===== src/rtl/fadd_pkg.sv =====
package fadd_pkg;
  localparam int unsigned FP_W    = 32;
  localparam int unsigned EXP_W   = 8;
  localparam int unsigned FRAC_W  = 23;
  localparam int unsigned SIG_W   = FRAC_W + 1;
  localparam int unsigned GRS_W   = 3;
  localparam int unsigned ALN_W   = SIG_W + GRS_W;
  localparam int unsigned SUM_W   = ALN_W + 1;
  localparam int unsigned LZ_W    = $clog2(ALN_W + 1);
  localparam int unsigned EXP_MAX = (1 << EXP_W) - 1;

  typedef struct packed {
    logic              sgn;
    logic [EXP_W-1:0]  exp;
    logic [FRAC_W-1:0] frac;
  } fp_word_t;

  // operands ordered by magnitude, ready for alignment
  typedef struct packed {
    logic             sgn;
    logic             zneg;
    logic             sub;
    logic [EXP_W-1:0] exp;
    logic [EXP_W-1:0] dif;
    logic [SIG_W-1:0] sig_big;
    logic [SIG_W-1:0] sig_sml;
  } ord_t;

  // raw significand sum with guard bits
  typedef struct packed {
    logic             sgn;
    logic             zneg;
    logic [EXP_W-1:0] exp;
    logic [SUM_W-1:0] sum;
  } raw_t;
endpackage


===== src/rtl/fadd_lzc.sv =====
module fadd_lzc #(
  parameter  int unsigned W  = 27,
  localparam int unsigned OW = $clog2(W + 1)
) (
  input  logic [W-1:0]  d,
  output logic [OW-1:0] cnt
);
  always_comb begin
    cnt = OW'(W);
    for (int i = 0; i < W; i++) begin
      if (d[i]) cnt = OW'(W - 1 - i);
    end
  end
endmodule


===== src/rtl/fadd_lane.sv =====
module fadd_lane
  import fadd_pkg::*;
(
  input  logic              clk,
  input  logic              rst_n,
  input  logic [2:0]        stg_en,
  input  logic              res_vld,
  input  logic [FP_W-1:0]   op_a,
  input  logic [FP_W-1:0]   op_b,
  input  logic              op_sub,
  output logic [FP_W-1:0]   res
);
  localparam int unsigned MAG_W = EXP_W + FRAC_W;
  localparam logic signed [EXP_W+1:0] E_TOP = (EXP_W+2)'(EXP_MAX);

  // ---------------- stage 1: flush, order by magnitude ----------------
  fp_word_t ua, ub;
  logic     a_nz, b_nz, sb_eff, b_gt;
  logic [MAG_W-1:0] mag_a, mag_b;
  logic [SIG_W-1:0] sig_a, sig_b;
  ord_t     ord_d, ord_q;

  assign ua = op_a;
  assign ub = op_b;

  always_comb begin
    a_nz   = |ua.exp;
    b_nz   = |ub.exp;
    sb_eff = ub.sgn ^ op_sub;
    mag_a  = a_nz ? {ua.exp, ua.frac} : '0;
    mag_b  = b_nz ? {ub.exp, ub.frac} : '0;
    sig_a  = a_nz ? {1'b1, ua.frac} : '0;
    sig_b  = b_nz ? {1'b1, ub.frac} : '0;
    b_gt   = mag_b > mag_a;
    ord_d.sgn     = b_gt ? sb_eff : ua.sgn;
    ord_d.zneg    = ua.sgn & sb_eff;
    ord_d.sub     = ua.sgn ^ sb_eff;
    ord_d.exp     = b_gt ? ub.exp : ua.exp;
    ord_d.dif     = b_gt ? (ub.exp - ua.exp) : (ua.exp - ub.exp);
    ord_d.sig_big = b_gt ? sig_b : sig_a;
    ord_d.sig_sml = b_gt ? sig_a : sig_b;
  end

  always_ff @(posedge clk) begin
    if (stg_en[0]) ord_q <= ord_d;
  end

  // ---------------- stage 2: align with sticky, add or subtract -------
  logic [ALN_W-1:0] sml_ext, sml_sh, lost_mask, aligned;
  logic             sticky;
  logic [SUM_W-1:0] big_ext;
  raw_t             raw_d, raw_q;

  always_comb begin
    sml_ext   = {ord_q.sig_sml, GRS_W'(0)};
    lost_mask = '0;
    if (ord_q.dif >= EXP_W'(ALN_W)) begin
      sml_sh = '0;
      sticky = |ord_q.sig_sml;
    end else begin
      sml_sh    = sml_ext >> ord_q.dif;
      lost_mask = (ALN_W'(1) << ord_q.dif) - ALN_W'(1);
      sticky    = |(sml_ext & lost_mask);
    end
    aligned   = {sml_sh[ALN_W-1:1], sml_sh[0] | sticky};
    big_ext   = {1'b0, ord_q.sig_big, GRS_W'(0)};
    raw_d.sgn  = ord_q.sgn;
    raw_d.zneg = ord_q.zneg;
    raw_d.exp  = ord_q.exp;
    raw_d.sum  = ord_q.sub ? (big_ext - {1'b0, aligned})
                           : (big_ext + {1'b0, aligned});
  end

  always_ff @(posedge clk) begin
    if (stg_en[1]) raw_q <= raw_d;
  end

  // ---------------- stage 3: normalize, truncate, clamp ---------------
  logic [LZ_W-1:0]           lz;
  logic [ALN_W-1:0]          norm;
  logic signed [EXP_W+1:0]   e_w;
  logic [FP_W-1:0]           res_d, res_q;
  logic [GRS_W-1:0]          grs_unused;

  fadd_lzc #(.W(ALN_W)) u_lzc (
    .d   (raw_q.sum[ALN_W-1:0]),
    .cnt (lz)
  );

  always_comb begin
    if (raw_q.sum[SUM_W-1]) begin
      norm = raw_q.sum[SUM_W-1:1];
      e_w  = $signed({2'b00, raw_q.exp}) + 1;
    end else begin
      norm = raw_q.sum[ALN_W-1:0] << lz;
      e_w  = $signed({2'b00, raw_q.exp}) - $signed({{(EXP_W+2-LZ_W){1'b0}}, lz});
    end
    grs_unused = norm[GRS_W-1:0];
    if (raw_q.sum == '0)
      res_d = {raw_q.zneg, (FP_W-1)'(0)};
    else if (e_w <= 0)
      res_d = {raw_q.sgn, (FP_W-1)'(0)};
    else if (e_w >= E_TOP)
      res_d = {raw_q.sgn, EXP_W'(EXP_MAX - 1), {FRAC_W{1'b1}}};
    else
      res_d = {raw_q.sgn, e_w[EXP_W-1:0], norm[ALN_W-2 -: FRAC_W]};
  end

  always_ff @(posedge clk) begin
    if (stg_en[2]) res_q <= res_d;
  end

  assign res = res_q;


  norm_lead_chk: assert property (@(posedge clk) disable iff (!rst_n)
    (stg_en[2] && raw_q.sum != '0) |-> norm[ALN_W-1]);


  no_denorm_chk: assert property (@(posedge clk) disable iff (!rst_n)
    (res_vld && res[FP_W-2 -: EXP_W] == '0) |-> (res[FRAC_W-1:0] == '0));


  no_top_exp_chk: assert property (@(posedge clk) disable iff (!rst_n)
    res_vld |-> (res[FP_W-2 -: EXP_W] != EXP_W'(EXP_MAX)));
endmodule


===== src/rtl/simd_fadd4.sv =====
module simd_fadd4
  import fadd_pkg::*;
#(
  parameter  int unsigned LANES = 4,
  localparam int unsigned VEC_W = LANES * FP_W,
  localparam int unsigned PIPE  = 3
) (
  input  logic             clk,
  input  logic             rst_n,
  input  logic             in_valid,
  input  logic             in_sub,
  input  logic [VEC_W-1:0] in_a,
  input  logic [VEC_W-1:0] in_b,
  output logic             out_valid,
  output logic [VEC_W-1:0] out_res
);
  logic [PIPE-1:0] vld_d, vld_q;
  logic [PIPE-1:0] stg_en;

  always_comb begin
    vld_d  = {vld_q[PIPE-2:0], in_valid};
    stg_en = {vld_q[PIPE-2:0], in_valid};
  end

  always_ff @(posedge clk or negedge rst_n) begin
    if (!rst_n) vld_q <= '0;
    else        vld_q <= vld_d;
  end

  assign out_valid = vld_q[PIPE-1];

  for (genvar g = 0; g < LANES; g++) begin : g_lane
    fadd_lane u_lane (
      .clk     (clk),
      .rst_n   (rst_n),
      .stg_en  (stg_en),
      .res_vld (vld_q[PIPE-1]),
      .op_a    (in_a[g*FP_W +: FP_W]),
      .op_b    (in_b[g*FP_W +: FP_W]),
      .op_sub  (in_sub),
      .res     (out_res[g*FP_W +: FP_W])
    );
  end


  latency_chk: assert property (@(posedge clk) disable iff (!rst_n)
    in_valid |-> ##3 out_valid);


  idle_chk: assert property (@(posedge clk) disable iff (!rst_n)
    (!$past(in_valid) && !$past(in_valid, 2) && !$past(in_valid, 3) && !$past(rst_n, 3)) |-> !out_valid);
endmodule


===== config.mk =====
export PLATFORM = sky130hd
export DESIGN_NAME = simd_fadd4
export DESIGN_NICKNAME = d
export VERILOG_FILES = /design/src/rtl/fadd_pkg.sv /design/src/rtl/fadd_lzc.sv /design/src/rtl/fadd_lane.sv /design/src/rtl/simd_fadd4.sv
export SDC_FILE = /design/constraint.sdc
export NUM_CORES = 2
export LEC_CHECK = 0
export BUFFER_PORTS_ARGS = -buffer_cell sky130_fd_sc_hd__buf_2
export CAP_MARGIN = 20
export CELL_PAD_IN_SITES_DETAIL_PLACEMENT = 1
export CELL_PAD_IN_SITES_GLOBAL_PLACEMENT = 1
export CORE_ASPECT_RATIO = 1.4
export CORE_UTILIZATION = 25
export CTS_CLUSTER_SIZE = 8
export DETAILED_ROUTE_END_ITERATION = 10
export PLACE_DENSITY = 0.55
export SLEW_MARGIN = 5
export SYNTH_ARGS = -nofsm -noshare
export SYNTH_HDL_FRONTEND = slang
export SYNTH_HIERARCHICAL = 1
export SYNTH_SLANG_ARGS = --single-unit
export TNS_END_PERCENT = 30

===== constraint.sdc =====
create_clock -name clk -period 5.45 [get_ports clk]
set_input_delay 0.545 -clock clk [delete_from_list [all_inputs] [get_ports clk]]
set_output_delay 0.545 -clock clk [all_outputs]
set_load 0.02 [all_outputs]

==> out/metrics.cfg <==
[logic_synthesis]
yosysMostFrequentCell=nand2_1
async_flop_share_pct=0.544
synth_top_area_share_pct=30.9
synthTopCellsByArea=edfxtp_1, ha_1, nand2_1
synth.net_count=7035
synth_edf_count=548
synth_cell_type_count=122
synth_top_area_cell=edfxtp_1
syn_avg_cell_area_um2=8.38
ys_top_cells_by_count=nand2_1, edfxtp_1, a21oi_1, o21ai_0, nor2_1
ys_seq_area_share_pct=31.0
yosysWarnings=6
ys_ff_latch=551
yosys_most_used_dff=edfxtp_1
syn_area_um2=53200
postSynthCellCount=6351

[routing]
drt_iter0_markers=3162
drcViolationCount=0
antenna_left=0
dr.pass1.iters=6
via_per_inst=5.27
via_count=50357
wl_per_cell_um=22.7
routed_wl_um=217000

[sta]
relSlewSlack_pct=33.8
finClkSkew_ps=26.7
min_period_ps=5190
layout_setup_ws_ps=262
finalHoldViolCount=0
fmax_mhz=193
rsz0062_at_grt=true
fin_hold_ws_ps=199
finalSetupTns_ps=0
tightestPinTransition_ps=983
report.final.slew_viol_count=0
fin_crit_sh_pct=95.2
setup_viol_count_final=0

[cts]
clockBufferDepth=3
clock_latency_ps=680
cts.clk_slew.worst_paths_ps=50
cts.htree.levels=3
tritoncts=yes
cts_sinks=551
ctsRootBufferMaster=clkbuf_16
cts_made_buffers=84

[pwr]
irDropWorstVdd_mv=0.209
p_leak_nw=25.8
cellPowerDensity_nw_per_um2=323

[critical_path]
regToRegSetupSlack_ps=260
setup.worst_path.start=g_lane[1].u_lane/ord_q[54]
reg2reg_to=g_lane[1].u_lane/raw_q[26]
cp.arrival_ps=5580
crit_path_end=g_lane[1].u_lane/raw_q[26]
cp.required_ps=5840
crit_fanout=10
ff2ff_path_depth=20
rr_startpoint=g_lane[1].u_lane/ord_q[54]
worstSetupPathType=reg -> reg
start_kind=flip-flop
setup.worst_path.end_class=flip-flop

[global_route]
antenna_found_initial=13
grt_pass1_vias=52091
grt_pass1_wl_um=326000
grt.total_usage_pct=19.6
overflow=0
grt_max_degree=92

[floorplanning]
rows=200
die_h_um=548
die_w_um=392
core_area_um2=212000
dieArea_um2=215000
initial_utilization_pct=25.1
pin_count=389

[place]
dp_cells=9422
gp_congestion=0.919
pre_cts_ws_ps=-415
port_buffers=388
dp_hpwl_um=172000

[layout]
stdcell_count=9562
layout.nets=7381
drive_above_1_share_pct=15.2
synthToLayoutAreaGrowth_pct=16.4

[min_path]
hold_class=in -> reg

[job]
cap_violations=0

[run_status]
status=completed

## routing by layer
layer	vias up	global-route usage (%)	wire (µm)
li1	23871	-	-
met1	24980	24.1	92500
met2	1212	35.0	108000
met3	292	2.60	9870
met4	2	6.15	6560
met5	-	0	17
## sequential cells by signal, summed over array words and instances (netlist names)
| signal | cells |
|---|---|
| g_lane.u_lane/ord_q | 172 |
| vld_q | 3 |
| g_lane.u_lane/res | 128 |
| g_lane.u_lane/big_ext | 96 |
| g_lane.u_lane/raw_q | 152 |
## kinds of logic (layout without fill, tap and decap cells)
group,Yosys count,count (layout),synth area share [%]
buffers and inverters,853,1225,6.27
multiplexers,411,411,9.41
AO/OA/AOI/OAI,1842,1842,21.7
other,0,11,0
AND/OR/NAND/NOR,2100,2100,18.5
adder cells (fa/ha/maj),428,428,10.3
flip-flops,551,551,31.0
XOR/XNOR,166,166,2.73
## report_power, final
group          switching [mW]  internal, mW  total (mW)
registers                1.04          5.63        6.67
clock network            2.02          2.80        4.82
logic                    5.26          3.26        8.52
total                    8.32          11.7        20.0
## stage by stage
step / cell area, µm² / power, mW / util [%]
2_1_floorplan: 53200 / 11.8 / -
5_1_grt: 62000 / 21.1 / 29.2
3_5_place_dp: 59400 / 15.2 / 28.0
3_3_place_gp: 59400 / 15.1 / 28.0
4_1_cts: 61800 / 20.2 / 29.1
6_report: 62000 / 20.0 / 29.2
## placed cells by master, fill, tap and decap left out, types with 256 or more instances in the layout
master,synthesis,final
a21oi_1,530,529
buf_2,45,387
buf_4,4,256
edfxtp_1,548,548
ha_1,408,408
inv_1,431,431
mux2i_1,263,262
nand2_1,757,756
nor2_1,478,474
o21ai_0,527,519
## worst max-delay path: stages, from the launching register on
cell and delay (ps):
edfxtp_1 390, buf_4 170, or2_1 310, buf_4 220
nor3_1 510, nand3_1 250, nand2_1 110, nand2_1 90
ha_1 320, buf_4 150, nand4_1 120, nor2_1 230
nand3_1 120, a221oi_1 280, a211oi_1 140, o41ai_2 430
a31oi_1 250, o41ai_1 440, a21oi_1 130, xor2_1 170
mux2i_1 90
## layout make-up
cell class,instances,area [µm²]
timing repair buffer,666,4310
tap,2828,3540
fill,25230,150000
multi-input combinational,4947,33600
sequential,551,16500
clock buffer,89,2120
inverter,447,1680
clock inverter,23,204
antenna,11,27.5
## worst min-delay path by stage
stage / from / endpoint / slack (ps) / depth (start not counted)
floorplan: rst_n / vld_q[0] / 250 / 0
finish: in_a[42] / g_lane[1].u_lane/ord_q[10] / 200 / 3
global route: in_a[31] / g_lane[0].u_lane/ord_q[65] / 170 / 2
global placement: rst_n / vld_q[2] / 380 / 1
CTS: in_a[34] / g_lane[1].u_lane/ord_q[2] / 130 / 3
detailed placement: rst_n / vld_q[2] / 380 / 1
## what timing repair did
| action | CTS | global route |
|---|---|---|
| pin swaps | 1 | 1 |
| gates resized for setup | 6 | 17 |
| endpoints found under the setup margin | 4 | 18 |
| setup buffers | 0 | 15 |
| hold endpoints to repair | 3 | 0 |
| cloned | 0 | 1 |
| hold buffers | 1 | 0 |
Note: power is estimated with default switching activity, not from simulation.
